File: config.mk
export PLATFORM = sky130hd
export DESIGN_NAME = mmio_router
export DESIGN_NICKNAME = d
export VERILOG_FILES = /design/src/rtl/mmio_router_pkg.sv /design/src/rtl/mmio_region_match.sv /design/src/rtl/mmio_mailbox_match.sv /design/src/rtl/mmio_route_sel.sv /design/src/rtl/mmio_router.sv
export SDC_FILE = /design/constraint.sdc
export NUM_CORES = 1
export LEC_CHECK = 0
export BUFFER_PORTS_ARGS = -buffer_cell sky130_fd_sc_hd__clkbuf_2
export CAP_MARGIN = 25
export CORE_AREA = 2 2 205 207
export CTS_CLUSTER_DIAMETER = 150
export CTS_CLUSTER_SIZE = 28
export DETAILED_ROUTE_END_ITERATION = 8
export DIE_AREA = 0 0 207 209
export PLACE_DENSITY = 0.51
export SKIP_CTS_REPAIR_TIMING = 1
export SLEW_MARGIN = 20
export SYNTH_ARGS = -nofsm -noshare
export SYNTH_HDL_FRONTEND = slang
export SYNTH_HIERARCHICAL = 1
export SYNTH_SLANG_ARGS = --single-unit
File: constraint.sdc
create_clock -name clk -period 6.7 [get_ports clk]
set_clock_uncertainty 0.15 [all_clocks]
set_input_delay 0.67 -clock clk [delete_from_list [all_inputs] [get_ports clk]]
set_output_delay 0.67 -clock clk [all_outputs]
set_load 0.05 [all_outputs]
File: src/rtl/mmio_router_pkg.sv
// Package mmio_router_pkg
// Shared encodings for the device router: access kinds, fault classes
// and the width-code decode. Assumes widths are powers of two up to 16.
package mmio_router_pkg;

    typedef enum logic [1:0] {
        ACC_LOAD  = 2'd0,
        ACC_STORE = 2'd1,
        ACC_FETCH = 2'd2,
        ACC_RSVD  = 2'd3
    } acc_kind_e;

    typedef enum logic [1:0] {
        FLT_NONE  = 2'd0,
        FLT_FETCH = 2'd1,
        FLT_LOAD  = 2'd2,
        FLT_STORE = 2'd3
    } fault_class_e;

    localparam int NB_W       = 5;  // byte count 0..16
    localparam int SIZE_CODES = 5;  // legal codes 0..4

    // Byte count of a width code, 0 for an illegal code.
    function automatic logic [NB_W-1:0] size_to_bytes(input logic [2:0] code);
        logic [NB_W-1:0] nb;
        nb = '0;
        if (int'(code) < SIZE_CODES) nb = NB_W'(1) << code;
        return nb;
    endfunction

endpackage

File: src/rtl/mmio_region_match.sv
// Module mmio_region_match
// Tests whether an access of nbytes at addr lies wholly in [BASE, BASE+SIZE).
// Assumes nbytes is 0 for an illegal width (never a hit). Both sides of the
// end-bound test carry one extra bit so a window at the top cannot wrap.
module mmio_region_match #(
    parameter int            AW   = 64,
    parameter int            NB_W = 5,
    parameter logic [AW-1:0] BASE = '0,
    parameter logic [AW-1:0] SIZE = '0
) (
    input  logic            clk,
    input  logic            rst_n,
    input  logic [AW-1:0]   addr,
    input  logic [NB_W-1:0] nbytes,
    output logic            hit
);
    localparam logic [AW:0] BASE_X = {1'b0, BASE};
    localparam logic [AW:0] END_X  = {1'b0, BASE} + {1'b0, SIZE};

    logic [AW:0] addr_x;
    logic [AW:0] last_x;

    // Widen the start and compute the exclusive end of the access.
    always_comb begin
        addr_x = {1'b0, addr};
        last_x = addr_x + {{(AW+1-NB_W){1'b0}}, nbytes};
        hit    = (nbytes != '0) && (addr_x >= BASE_X) && (last_x <= END_X);
    end

    // Any hit lies inside the window when measured as a plain offset.
    p_no_overflow_r2: assert property (@(posedge clk) disable iff (!rst_n)
        hit |-> ((addr - BASE) < SIZE));

endmodule

File: src/rtl/mmio_mailbox_match.sv
// Module mmio_mailbox_match
// Decodes the two-word host mailbox. Reads match the low word at any legal
// width or the high word at exactly 4 bytes; writes match either word with
// a width of at most 8 bytes. Assumes MBOX_ADDR + 4 does not wrap.
module mmio_mailbox_match #(
    parameter int            AW        = 64,
    parameter int            NB_W      = 5,
    parameter logic [AW-1:0] MBOX_ADDR = '0
) (
    input  logic            clk,
    input  logic            rst_n,
    input  logic [AW-1:0]   addr,
    input  logic [NB_W-1:0] nbytes,
    output logic            rd_hit,
    output logic            wr_hit
);
    localparam logic [AW-1:0]   HI_ADDR   = MBOX_ADDR + AW'(4);
    localparam logic [NB_W-1:0] WORD_NB   = NB_W'(4);
    localparam logic [NB_W-1:0] WR_MAX_NB = NB_W'(8);

    logic at_lo;
    logic at_hi;

    // Word-address compare and width qualification for each direction.
    always_comb begin
        at_lo  = (addr == MBOX_ADDR);
        at_hi  = (addr == HI_ADDR);
        rd_hit = (nbytes >= NB_W'(1)) && (at_lo || (at_hi && nbytes == WORD_NB));
        wr_hit = (nbytes >= NB_W'(1)) && (nbytes <= WR_MAX_NB) && (at_lo || at_hi);
    end

    // A read that matches away from the low word must be one full word.
    p_hi_word_r4: assert property (@(posedge clk) disable iff (!rst_n)
        (rd_hit && (addr != MBOX_ADDR)) |-> (nbytes == WORD_NB));

    // A write never matches above 8 bytes.
    p_wr_width_r5: assert property (@(posedge clk) disable iff (!rst_n)
        wr_hit |-> (nbytes <= WR_MAX_NB));

endmodule

File: src/rtl/mmio_route_sel.sv
// Module mmio_route_sel
// Combines the per-device matches into one routing decision with fixed
// priority (serial, timer, mailbox), the readable/writable flags and the
// fault class. Assumes match inputs are already qualified by width.
module mmio_route_sel
    import mmio_router_pkg::*;
#(
    parameter int NDEV = 3
) (
    input  logic              clk,
    input  logic              rst_n,
    input  logic              dbg_mode,
    input  acc_kind_e         kind,
    input  logic              ser_hit,
    input  logic              tmr_hit,
    input  logic              mb_rd_hit,
    input  logic              mb_wr_hit,
    output logic [NDEV-1:0]   sel,
    output logic              rd_ok,
    output logic              wr_ok,
    output fault_class_e      fclass
);
    localparam int SER = 0;
    localparam int TMR = 1;
    localparam int MBX = 2;

    logic mb_hit;

    // Pick the mailbox rule that fits the access direction.
    always_comb mb_hit = (kind == ACC_STORE) ? mb_wr_hit : mb_rd_hit;

    // Readable and writable reports, closed in debug mode.
    always_comb begin
        rd_ok = !dbg_mode && (ser_hit || tmr_hit || mb_rd_hit);
        wr_ok = !dbg_mode && (ser_hit || tmr_hit || mb_wr_hit);
    end

    // Priority select: serial over timer over mailbox.
    always_comb begin
        sel = '0;
        if (!dbg_mode) begin
            if (ser_hit)      sel[SER] = 1'b1;
            else if (tmr_hit) sel[TMR] = 1'b1;
            else if (mb_hit)  sel[MBX] = 1'b1;
        end
    end

    // Fault class by access kind when nothing is selected.
    always_comb begin
        fclass = FLT_NONE;
        if (sel == '0) begin
            unique case (kind)
                ACC_FETCH: fclass = FLT_FETCH;
                ACC_STORE: fclass = FLT_STORE;
                default:   fclass = FLT_LOAD;
            endcase
        end
    end

    // The serial window always wins when it matches.
    p_ser_first_r3: assert property (@(posedge clk) disable iff (!rst_n)
        (ser_hit && !dbg_mode) |-> (sel[SER] && $onehot0(sel)));

endmodule

File: src/rtl/mmio_router.sv
// Module mmio_router
// Registered router from a physical access to one of three device ports.
// Assumes one request per cycle, no back-pressure, and devices that return
// read data combinationally in the cycle they are selected.
module mmio_router
    import mmio_router_pkg::*;
#(
    parameter int            AW          = 64,
    parameter int            DW          = 64,
    parameter logic [AW-1:0] SERIAL_BASE = 64'h0000_0000_1000_0000,
    parameter logic [AW-1:0] SERIAL_SIZE = 64'h0000_0000_0000_0100,
    parameter logic [AW-1:0] TIMER_BASE  = 64'h0000_0000_0200_0000,
    parameter logic [AW-1:0] TIMER_SIZE  = 64'h0000_0000_000C_0000,
    parameter logic [AW-1:0] MBOX_ADDR   = 64'h0000_0000_8000_1000
) (
    input  logic          clk,
    input  logic          rst_n,
    input  logic          dbg_mode,
    input  logic          req_valid,
    input  logic [AW-1:0] req_addr,
    input  logic [2:0]    req_size,
    input  logic [1:0]    req_kind,
    input  logic [DW-1:0] req_wdata,
    input  logic [DW-1:0] uart_rdata,
    input  logic [DW-1:0] timer_rdata,
    input  logic [DW-1:0] mbox_rdata,
    output logic          uart_sel,
    output logic          timer_sel,
    output logic          mbox_sel,
    output logic [AW-1:0] dev_offset,
    output logic [DW-1:0] dev_wdata,
    output logic          dev_we,
    output logic [DW-1:0] rsp_rdata,
    output logic          rd_ok,
    output logic          wr_ok,
    output logic          fault,
    output logic [1:0]    fault_class
);
    localparam int NDEV = 3;
    localparam int NWIN = 2;
    localparam logic [AW-1:0] WIN_BASE [NWIN] = '{SERIAL_BASE, TIMER_BASE};
    localparam logic [AW-1:0] WIN_SIZE [NWIN] = '{SERIAL_SIZE, TIMER_SIZE};
    localparam logic [AW-1:0] DEV_BASE [NDEV] = '{SERIAL_BASE, TIMER_BASE, MBOX_ADDR};

    logic [NB_W-1:0] nbytes;
    logic [NWIN-1:0] win_hit;
    logic            mb_rd_hit, mb_wr_hit;
    logic [NDEV-1:0] sel_d, sel_q;
    logic            rd_ok_d, wr_ok_d;
    fault_class_e    fclass_d;
    acc_kind_e       kind;
    logic [AW-1:0]   offset_d;

    // Decode the width code and the access kind.
    always_comb begin
        nbytes = size_to_bytes(req_size);
        kind   = acc_kind_e'(req_kind);
    end

    // One range matcher per base/size window.
    for (genvar g = 0; g < NWIN; g++) begin : g_win
        mmio_region_match #(
            .AW(AW), .NB_W(NB_W), .BASE(WIN_BASE[g]), .SIZE(WIN_SIZE[g])
        ) u_match (
            .clk(clk), .rst_n(rst_n), .addr(req_addr), .nbytes(nbytes),
            .hit(win_hit[g])
        );
    end

    mmio_mailbox_match #(
        .AW(AW), .NB_W(NB_W), .MBOX_ADDR(MBOX_ADDR)
    ) u_mbox (
        .clk(clk), .rst_n(rst_n), .addr(req_addr), .nbytes(nbytes),
        .rd_hit(mb_rd_hit), .wr_hit(mb_wr_hit)
    );

    mmio_route_sel #(.NDEV(NDEV)) u_sel (
        .clk(clk), .rst_n(rst_n), .dbg_mode(dbg_mode), .kind(kind),
        .ser_hit(win_hit[0]), .tmr_hit(win_hit[1]),
        .mb_rd_hit(mb_rd_hit), .mb_wr_hit(mb_wr_hit),
        .sel(sel_d), .rd_ok(rd_ok_d), .wr_ok(wr_ok_d), .fclass(fclass_d)
    );

    // Offset inside the selected device window.
    always_comb begin
        offset_d = '0;
        for (int i = 0; i < NDEV; i++)
            if (sel_d[i]) offset_d = req_addr - DEV_BASE[i];
    end

    // Register the routing result for one cycle per request.
    always_ff @(posedge clk) begin
        if (!rst_n || !req_valid) begin
            sel_q       <= '0;
            dev_offset  <= '0;
            dev_wdata   <= '0;
            dev_we      <= 1'b0;
            rd_ok       <= 1'b0;
            wr_ok       <= 1'b0;
            fault       <= 1'b0;
            fault_class <= FLT_NONE;
        end else begin
            sel_q       <= sel_d;
            dev_offset  <= offset_d;
            dev_wdata   <= req_wdata;
            dev_we      <= (kind == ACC_STORE);
            rd_ok       <= rd_ok_d;
            wr_ok       <= wr_ok_d;
            fault       <= (sel_d == '0);
            fault_class <= fclass_d;
        end
    end

    // Drive the device selects and return the selected read data.
    always_comb begin
        uart_sel  = sel_q[0];
        timer_sel = sel_q[1];
        mbox_sel  = sel_q[2];
        rsp_rdata = '0;
        if (sel_q[0])      rsp_rdata = uart_rdata;
        else if (sel_q[1]) rsp_rdata = timer_rdata;
        else if (sel_q[2]) rsp_rdata = mbox_rdata;
    end

    p_onehot_sel_r3: assert property (@(posedge clk) disable iff (!rst_n)
        $onehot0({uart_sel, timer_sel, mbox_sel}));

    p_fault_nosel_r8: assert property (@(posedge clk) disable iff (!rst_n)
        fault |-> !(uart_sel || timer_sel || mbox_sel));

    p_fault_pulse_r8: assert property (@(posedge clk) disable iff (!rst_n)
        fault |-> ($past(req_valid) && $past(rst_n)));

    p_dbg_closed_r7: assert property (@(posedge clk) disable iff (!rst_n)
        ($past(rst_n) && $past(req_valid) && $past(dbg_mode)) |-> (fault && !rd_ok && !wr_ok));

    p_store_we_r10: assert property (@(posedge clk) disable iff (!rst_n)
        dev_we |-> ($past(req_kind) == ACC_STORE));

    p_idle_quiet_r9: assert property (@(posedge clk) disable iff (!rst_n)
        !$past(req_valid) |-> !(fault || rd_ok || wr_ok || dev_we));

endmodule

==> summary.md, run 1 <==
| Metric | Value |
|---|---|
| Status | `finished, final reports clean` |
| Worst min path class | `primary input to flop` |
| Period minus WS final | `about 6000 ps` |
| Worst-path clk slew | `~60 ps` |
| CP endpoint kind | `flop` |
| Fmax achieved | `around 0.16 GHz` |
| Largest family of logic cells by synthesized area | `simple AND/OR/NAND/NOR gates` |
| Slew Viols, Final | `0` |
| Clk root buf | `clkbuf_16` |
| YS warnings | `6` |
| CP max stage delay | `about 670 ps` |
| Num ports | `between 500 and 600` |
| IO Port Bufs | `~530` |
| DR pass1 iterations | `7` |
| Setup TNS Final | `0 ps` |
| Initial DRC Count | `~1.6k` |
| Final Non-Filler Cells | `~2.6k` |
| Max Cap Viol | `0` |
| Post-synth top area share | `between 20 and 25%` |
| RSZ-0062 raised after global routing | `false` |
| Gate Count Post-Synth | `1,505` |
| Slowest CP cell | `nor3b_1` |
| CTS Buf Count | `17` |
| Share of cells above drive strength 1 | `between 30% and 40%` |
| Post-route cell area | `~15,000 um2` |
| First-pass GRT wire length | `94,400 um` |
| EDFF count, synth | `0` |
| Largest net degree at the start of global routing | `~120` |
| Largest delay contributor family on the critical path | `simple AND/OR/NAND/NOR gates` |
| Initial antenna violation count | `9` |
| Routed WL per cell | `approximately 25 um` |
| Die area | `approximately 43,000 um2` |
| Logic pwr share | `a little over a fifth` |
| Clock sinks | `~140` |
| ANT nets after route | `0` |
| Post-Place Cells | `2,522` |
| Adder-cell share of the synthesized area | `under 10%` |
| Critical path class | `primary input to flop` |
| Via count | `approximately 15k` |
| Final hold vios | `0` |
| Arrival time worst endpoint | `around 6300 ps` |
| Row count | `75` |
| Actual slew at the worst max-slew pin | `between 1000 and 1500 ps` |
| Area Growth Syn to Fin | `34.9%` |
| CTS H-tree depth | `4` |
| GP Congestion | `0.997` |
| Portion of netlist area occupied by mux cells | `under 10%` |
| Global router's overall resource usage | `approximately 29%` |
| # nets final | `2,349` |
| VDD IR max | `between 0.1 and 0.15 mV` |
| Register share of total power | `a little over a third` |
| Cell Chain, Critical Path | `clkbuf_2 -> nor3b_1 -> ha_1 -> nand3_1 -> o2bb2ai_1 -> nand4_1 -> nor3_1 -> mux2_1 -> a41oi_1 -> a211oi_1 -> nor4bb_1 -> nor3b_1 -> buf_4 -> nor2_1 -> buf_4 -> nor2_1 -> a31oi_1 -> a221oi_1` |
| Final WL | `about 65,000 um` |
| Detailed-placement wirelength estimate | `between 50,000 and 60,000 um` |
| Starting Density | `between 20% and 30%` |
| Synth unique cells | `106` |
| Sequential share of the synthesized area | `between 20% and 30%` |
| Clock buffer depth | `2` |
| Flops & latches, synth | `137` |
| Die Wd | `just over 200 um` |
| Largest area contributor in the netlist | `dfxtp_1` |
| Hold slack | `around 320 ps` |
| Total core area | `about 41,000 um2` |
| CP bufs+invs | `3` |
| CP Max Fanout | `10` |
| Grt total ovfl | `0` |
| Pwr dens | `about 150 nW/um2` |
| Max_slew headroom | `a little over a quarter` |
| Post-synthesis net count | `between 1.5k and 2k` |
| CTS tree | `built` |
| Placed instance area | `14,400 um2` |
| Clk network pwr share | `a little over two fifths` |
| Leakage | `~0.0064 uW` |
| Compound-Gate Fraction of Synth Area | `around a quarter` |
| # DRC | `0` |
| Worst Setup Start Kind | `primary input` |
| Cell Int Power | `1560 uW` |
| Vias per cell | `slightly below 6` |
| Top_reg_cell synth | `dfxtp_1` |
| Simple-Gate Fraction of Synth Area | `38.0%` |
| Vias in the first global route | `~14k` |
| Final setup vio count | `0` |
| Ys async rst share | `0%` |
| Synth Area in XOR/XNOR | `under 10%` |
| Mean Syn Cell Area | `roughly 7.4 um2` |
| Fin crit share | `92.1%` |
| Sw Share | `between 30 and 40%` |
| Synth area leaders | `dfxtp_1, nand2_1, and3_1` |
| Height of the die | `between 200 and 250 um` |
| Post-Syn Area | `between 10,000 and 15,000 um2` |
| CP required | `6810 ps` |
| NetSw | `between 700 and 800 uW` |
| Tot Pwr | `between 2000 and 2500 uW` |
## sequential cells by signal, summed over array words and instances, names as in the netlist
name	count
fault_class	2
dev_we	1
dev_offset	64
fault	1
rd_ok	1
wr_ok	1
dev_wdata	64
sel_q	3
## metal layers
| layer | up-vias | wire length (um) | share of wire [%] | global-route usage, % |
|---|---|---|---|---|
| li1 | 6770 | - | - | - |
| met4 | 10 | 1040 | 1.6 | 5.47 |
| met3 | 78 | 6790 | 10 | 7.44 |
| met2 | 869 | 28000 | 43 | 42.9 |
| met1 | 7190 | 29200 | 45 | 41.2 |
| met5 | - | 59 | 0.091 | 0 |
## synthesized netlist by cell type, types with 5 or more instances
library cell,instances
nand2b_1,5
a41oi_1,6
xnor2_1,37
inv_1,29
buf_2,12
and4_1,14
nor3b_1,10
nor3_1,54
ha_1,15
o21ai_0,107
a211oi_1,15
nand2_1,165
clkbuf_1,68
nand4_1,57
nor2b_1,10
a21oi_1,57
or4_1,13
nor2_1,106
a31oi_1,29
and2_1,21
or3_1,20
o22ai_1,10
nor4_1,63
and3_1,88
nor4_4,6
o31ai_1,7
a311oi_1,6
or2_2,13
xor2_1,25
nand3_1,57
nor4_2,8
dfxtp_1,137
mux2i_1,8
a221oi_1,7
o211ai_1,16
a22oi_1,68
## power by group through the flow
stage / registers, uW / logic, uW / clock network, uW
floorplan: 925 / 158 / 0
global placement: 857 / 498 / 0
detailed placement: 858 / 501 / 0
CTS: 839 / 503 / 1000
global route: 840 / 543 / 1030
finish: 839 / 513 / 979
## placed cells by master, fill, tap and decap left out, types with 8 or more instances in the layout
| cell | Yosys | final |
|---|---|---|
| nor3_1 | 54 | 54 |
| and3_1 | 88 | 88 |
| mux2i_1 | 8 | 8 |
| dfxtp_1 | 137 | 135 |
| and4_1 | 14 | 14 |
| clkbuf_16 | 0 | 17 |
| o211ai_1 | 16 | 16 |
| or2_2 | 13 | 13 |
| or3_1 | 20 | 20 |
| nand2_1 | 165 | 165 |
| xor2_1 | 25 | 25 |
| a21oi_1 | 57 | 56 |
| nor4_2 | 8 | 8 |
| a31oi_1 | 29 | 29 |
| xnor2_1 | 37 | 37 |
| nor2b_1 | 10 | 9 |
| or4_1 | 13 | 13 |
| nand3_1 | 57 | 57 |
| nor4_1 | 63 | 63 |
| a22oi_1 | 68 | 68 |
| a211oi_1 | 15 | 15 |
| o22ai_1 | 10 | 10 |
| and2_1 | 21 | 21 |
| nor2_1 | 106 | 106 |
| nor3b_1 | 10 | 10 |
| inv_1 | 29 | 29 |
| ha_1 | 15 | 15 |
| buf_4 | 1 | 39 |
| clkbuf_2 | 2 | 529 |
| nand4_1 | 57 | 57 |
| o21ai_0 | 107 | 107 |
## cells by family (layout without fill, tap and decap cells)
group,after synthesis,count (layout)
XOR/XNOR,62,62
multiplexers,14,14
AO/OA/AOI/OAI,405,405
buffers and inverters,120,631
flip-flops,137,137
adder cells (fa/ha/maj),17,17
AND/OR/NAND/NOR,750,750
other,0,4
## through the flow
step,util [%],worst slack [ps]
6_report,36.5,527
5_1_grt,36.5,56.9
4_1_cts,36.4,407
3_5_place_dp,34.9,-27.1
3_3_place_gp,34.9,75.3
2_1_floorplan,-,683
## layout make-up
cell class              count  area, um2
clock buffers              19        443
well taps                 539        674
flip-flops and latches    137       2750
inverters                  30        113
multi-input cells        1248       7950
clock inverters            13        159
fillers                  4454      26200
diodes                      4       10.0
repair buffers            569       2970
## path summary, 6_finish.rpt
path              depth (start not counted)  slack, ps        start                         to
hold / removal                            2        320  req_kind[1]          dev_we$_SDFF_PP0_
setup / recovery                         18        530  req_size[2]  dev_offset[41]$_SDFF_PP0_
Power figures use the tool's default switching activity.
==> inputs of run 2 (changes only) <==
- clock period: 6.7 -> 7.9 ns (I/O delays scaled with it)
==> run 2 against run 1 <==
Compared with the run above: clock power fell by 15%; count of clock-buffer cells in the layout fell by 2; sequential share of layout area is 0.20 points higher; design area fell by 1.1%; via count down 0.72%; critical path type unchanged; sequential power shrank 15%; critical path depth increased by 2; first-iteration DRC count decreased by 9.6%; hold slack better by 130 ps; power is 15% lower; wire length fell by 0.36%; non-clock buffer count shrank 20; critical endpoint is now dev_offset[56]$_SDFF_PP0_.
==> summary.md, run 2 (same netlist as run 1, synthesis figures left out) <==
| Metric | Value |
|---|---|
| Status | `finished, final reports clean` |
| Clk root buf | `clkbuf_16` |
| CP endpoint kind | `flop` |
| Worst min path class | `primary input to flop` |
| Total core area | `41,300 um2` |
| # nets final | `between 2k and 2.5k` |
| Cell Chain, Critical Path | `clkbuf_2 -> nor3b_1 -> ha_1 -> nand3_1 -> o22ai_1 -> o211ai_2 -> nor4_1 -> a211oi_1 -> nor4_1 -> o221ai_1 -> a2111oi_4 -> nor3b_1 -> buf_4 -> nor2_1 -> nor3_1 -> buf_4 -> and3_1 -> a31oi_1 -> nor3_1 -> or3_1` |
| Final hold vios | `0` |
| Worst Setup Start Kind | `primary input` |
| Vias in the first global route | `13.6k` |
| Crit path depth | `20` |
| Die Wd | `207 um` |
| Initial antenna violation count | `10` |
| CTS tree | `built` |
| Detailed-placement wirelength estimate | `50,300 um` |
| Starting Density | `a little over a quarter` |
| CP required | `between 8000 and 9000 ps` |
| NetSw | `657 uW` |
| Critical path class | `primary input to flop` |
| CP max stage delay | `around 670 ps` |
| CP Max Fanout | `12` |
| Fin crit share | `~83%` |
| Met2 Use GR | `a little over two fifths` |
| Num ports | `530` |
| Via count | `about 15k` |
| Final setup vio count | `0` |
| Register share of total power | `between 30% and 40%` |
| Slowest CP cell | `nor4_1` |
| Initial DRC Count | `1,447` |
| Period minus WS final | `about 6600 ps` |
| Pwr dens | `133 nW/um2` |
| RSZ-0062 raised after global routing | `false` |
| Worst-path clk slew | `~70 ps` |
| Row count | `between 70 and 80` |
| Sw Share | `approximately a third` |
| Area Growth Syn to Fin | `33.5%` |
| Share of cells above drive strength 1 | `about a third` |
| Global-route track usage on met1 | `approximately two fifths` |
| Height of the die | `roughly 210 um` |
| Vias per cell | `between 5 and 6` |
| VDD IR max | `about 0.094 mV` |
| Post-layout utilization of the core | `between 30 and 40%` |
| CTS H-tree depth | `4` |
| Critical Path Sink | `dev_offset[56]$_SDFF_PP0_` |
| Max Cap Viol | `0` |
| Clock sinks | `between 100 and 150` |
| Cell Int Power | `roughly 1300 uW` |
| Final WL | `about 65,000 um` |
| Slew Viols, Final | `0` |
| Final setup margin | `roughly 1300 ps` |
| CTS Buf Count | `17` |
| Global router's overall resource usage | `28.4%` |
| Max_slew headroom | `between 30% and 40%` |
| Clock buffer depth | `2` |
| ANT nets after route | `0` |
| Place WS | `between 1000 and 1500 ps` |
| Routed WL per cell | `roughly 26 um` |
| DR pass1 iterations | `8` |
| First-pass GRT wire length | `roughly 93,000 um` |
| IO Port Bufs | `between 500 and 600` |
| Leakage | `0.00635 uW` |
| Setup TNS Final | `0 ps` |
| Die area | `~43,000 um2` |
| Largest delay contributor family on the critical path | `simple AND/OR/NAND/NOR gates` |
| Grt total ovfl | `0` |
| CP bufs+invs | `3` |
| Largest net degree at the start of global routing | `approximately 120` |
| GR peak layer | `met2` |
| Top Registers | `dev_offset: 64 flops, dev_wdata: 64 flops, sel_q: 3 flops` |
| Arrival time worst endpoint | `6750 ps` |
| Worst setup startpoint | `req_size[1]` |
| Most frequent cells in the layout | `clkbuf_2, nand2_1, dfxtp_1, o21ai_0, nor2_1` |
| # DRC | `0` |
| Clk network pwr share | `a little over two fifths` |
| Final Non-Filler Cells | `about 2.5k` |
| Fmax achieved | `about 0.15 GHz` |
| Actual slew at the worst max-slew pin | `about 1000 ps` |
| Logic pwr share | `between 20% and 30%` |
| Post-Place Cells | `about 2.5k` |
| Commonest non-fill, non-tap cell in the layout | `clkbuf_2` |
| GP Congestion | `about 0.98` |
| M3 GR Usage | `7.38%` |
## run 2: changes by cell type in the layout (fill, tap and decap cells not counted), sizes merged
cell / previous run / this run
clkinvlp: 4 / 3
buf: 40 / 20
clkbuf: 548 / 546
clkinv: 1 / 3
inv: 36 / 37
diode: 4 / 6
## run 2: layout make-up
| cell class | instances | area, um2 |
|---|---|---|
| Antenna cell | 6 | 15.0 |
| Clock buffer | 17 | 425 |
| Clock inverter | 15 | 184 |
| Fill cell | 4527 | 26400 |
| Inverter | 30 | 113 |
| Multi-Input combinational cell | 1248 | 7950 |
| Sequential cell | 137 | 2750 |
| Tap cell | 539 | 674 |
| Timing Repair Buffer | 549 | 2800 |
## run 2: worst min-delay path by stage
stage | start | endpoint | slack [ps] | cells past startpoint
after floorplan | req_kind[1] | dev_we$_SDFF_PP0_ | 720 | 1
after global placement | req_wdata[19] | dev_wdata[19]$_SDFF_PP0_ | 880 | 2
after detailed placement | req_wdata[15] | dev_wdata[15]$_SDFF_PP0_ | 880 | 2
after CTS | req_wdata[26] | dev_wdata[26]$_SDFF_PP0_ | 420 | 2
after global routing | req_wdata[22] | dev_wdata[22]$_SDFF_PP0_ | 430 | 2
final | req_wdata[16] | dev_wdata[16]$_SDFF_PP0_ | 450 | 2
## run 2: metal layers
metal  share of wire, %  vias up
met5               0.12        -
met4                1.8       12
met3                 11       88
met2                 44      861
met1                 44     7110
li1                   -     6738
## run 2: metrics by stage
step / instance area [um2] / hold WS [ps] / power [uW]
6_report: 14900 / 446 / 1980
5_1_grt: 14900 / 427 / 2050
4_1_cts: 14900 / 420 / 1990
3_5_place_dp: 14300 / 883 / 1150
3_3_place_gp: 14300 / 877 / 1150
2_1_floorplan: 11200 / 716 / 919
## run 2: power by group through the flow
stage                     clock network (uW)  registers (uW)  logic, uW
after floorplan                            0             785        134
after global placement                     0             727        420
after detailed placement                   0             728        420
after CTS                                858             712        422
after global routing                     886             713        455
final                                    835             712        430
==> inputs of run 3 (changes only) <==
- PLACE_DENSITY: 0.51 -> 0.53
- clock period: 7.9 -> 5.9 ns (I/O delays scaled with it)
==> run 3 against run 2 <==
Compared with the run above: count of clock-buffer cells in the layout is 1 higher; non-clock buffer count up 116; sequential share of layout area fell by 1.0 points; global-route usage is 0.35 points lower; die area unchanged; power is 36% higher; largest power group unchanged.
==> summary.md, run 3 (same netlist as run 1, synthesis figures left out) <==
| Metric | Value |
|---|---|
| Final setup margin | `around 370 ps` |
| Top Registers | `dev_offset: 64 flops, dev_wdata: 64 flops, sel_q: 3 flops` |
| Die area | `~43,000 um2` |
| Die Wd | `207 um` |
| VDD IR max | `approximately 0.14 mV` |
| Detailed-placement wirelength estimate | `between 50,000 and 60,000 um` |
| CTS Buf Count | `17` |
| Initial DRC Count | `1,612` |
| Hold depth | `2` |
| Cell Int Power | `between 1500 and 2000 uW` |
| Leakage | `0.00694 uW` |
| Actual slew at the worst max-slew pin | `between 800 and 900 ps` |
| DR pass1 iterations | `8` |
| Max Cap Viol | `0` |
| Vias per cell | `roughly 5.7` |
| Num ports | `between 500 and 600` |
| Pwr dens | `approximately 170 nW/um2` |
| Sw Share | `between 30 and 40%` |
| Most frequent cells in the layout | `clkbuf_2, nand2_1, buf_4, dfxtp_1, o21ai_0` |
| Logic pwr share | `approximately 22%` |
| CTS H-tree depth | `4` |
| Critical path class | `primary input to flop` |
| CP endpoint kind | `flop` |
| RSZ-0062 raised after global routing | `false` |
| # DRC | `0` |
| Arrival time worst endpoint | `5700 ps` |
| Starting Density | `a little over a quarter` |
| Clock sinks | `roughly 140` |
| Clk network pwr share | `between 40% and 50%` |
| Area Growth Syn to Fin | `41.4%` |
| CTS tree | `built` |
| Final hold vios | `0` |
| Worst min path class | `primary input to flop` |
| Detail Route met2 WL | `between 20,000 and 30,000 um` |
| First-pass GRT wire length | `just over 90,000 um` |
| Clock buffer depth | `2` |
| Final WL | `between 60,000 and 70,000 um` |
| Max_slew headroom | `about 45%` |
| CP required | `between 6000 and 7000 ps` |
| Vias in the first global route | `around 14k` |
| Register share of total power | `a little over a third` |
| Top Layer Used | `met5` |
| NetSw | `about 890 uW` |
| Commonest non-fill, non-tap cell in the layout | `clkbuf_2` |
| Via count | `about 15k` |
| CP Max Fanout | `6` |
| Period minus WS final | `~5500 ps` |
| Met3 wire length | `6350 um` |
| Share of cells above drive strength 1 | `37.1%` |
| Grt total ovfl | `0` |
| GP Congestion | `around 1.0` |
| ANT nets after route | `0` |
| Global router's overall resource usage | `28.0%` |
| M1 wire length | `approximately 28,000 um` |
| Height of the die | `209 um` |
| Slew Viols, Final | `0` |
| Final setup vio count | `0` |
| Fin crit share | `a little over nine tenths` |
| # nets final | `between 2k and 2.5k` |
| Tot Pwr | `2690 uW` |
| Row count | `75` |
| Fmax achieved | `between 0.15 and 0.2 GHz` |
| Initial antenna violation count | `12` |
| # fillers | `between 4k and 5k` |
| Place WS | `-260 ps` |
| Status | `finished, final reports clean` |
| Routed WL per cell | `roughly 24 um` |
| Clk root buf | `clkbuf_16` |
| Worst Setup Start Kind | `primary input` |
| Worst-path clk slew | `around 70 ps` |
| Largest net degree at the start of global routing | `~80` |
| Total core area | `between 40,000 and 50,000 um2` |
| IO Port Bufs | `between 500 and 600` |
## run 3: changes by cell type in the layout (fill, tap and decap cells not counted)
cell / delta
clkbuf_8: +1
buf_4: +116
nor3b_2: +1
clkinv_2: -1
nor4bb_2: +1
diode_2: -5
nor3b_1: -2
inv_8: -2
nor3b_4: +1
clkinv_4: +1
clkinvlp_4: -2
inv_6: +3
nor4bb_1: -1
## run 3: area by class of cell
class                           instances  area, um2  share of cell area (%)
Clock inverter                         14        176                    1.12
Timing Repair Buffer                  665       3670                    23.2
Tap cell                              539        674                    4.27
Sequential cell                       137       2750                    17.4
Multi-Input combinational cell       1248       7970                    50.5
Antenna cell                            1       2.50                  0.0158
Inverter                               30        113                   0.713
Clock buffer                           18        439                    2.78
## run 3: path summary, 6_finish.rpt
| path | startpoint | endpoint |
|---|---|---|
| hold / removal | req_kind[1] | dev_we$_SDFF_PP0_ |
| setup / recovery | req_size[1] | dev_offset[56]$_SDFF_PP0_ |
## run 3: critical path: stages
cell and delay [ps]:
clkbuf_2 150, nor3_1 70, buf_4 150, ha_1 220
fa_1 390, a21oi_1 240, a2bb2oi_1 590, nor4_1 170
or3_1 330, o2bb2ai_1 140, a2111oi_2 280, nand4_1 170
nor4bb_2 490, buf_4 190, nor3b_1 190, buf_4 160
o31a_1 170, nor2_1 70, and3_1 170, a31oi_1 340
nor3_1 90, or3_1 340
## run 3: power by group through the flow
| stage | Combinational (uW) | Sequential (uW) | Clock (uW) |
|---|---|---|---|
| floorplan | 180 | 1050 | 0 |
| global placement | 586 | 973 | 0 |
| detailed placement | 588 | 973 | 0 |
| CTS | 591 | 952 | 1170 |
| global route | 638 | 954 | 1200 |
| finish | 600 | 952 | 1140 |
## run 3: through the flow
step	cell area, um2	utilization (%)	setup TNS (ps)	hold slack, ps	instances
6_report	15800	38.2	0	238	2652
4_1_cts	15800	38.2	0	214	2651
3_5_place_dp	15200	36.7	-2850	672	2619
3_3_place_gp	15200	36.7	-2550	664	2619
5_1_grt	15800	38.2	0	214	2651
2_1_floorplan	11200	-	0	516	1505
## run 3: layer usage
metal  track usage (%)  up-vias
li1                  -     6980
met1              39.6     7184
met2              42.9      871
met3              6.85      107
met4              6.18       22
met5                 0        -
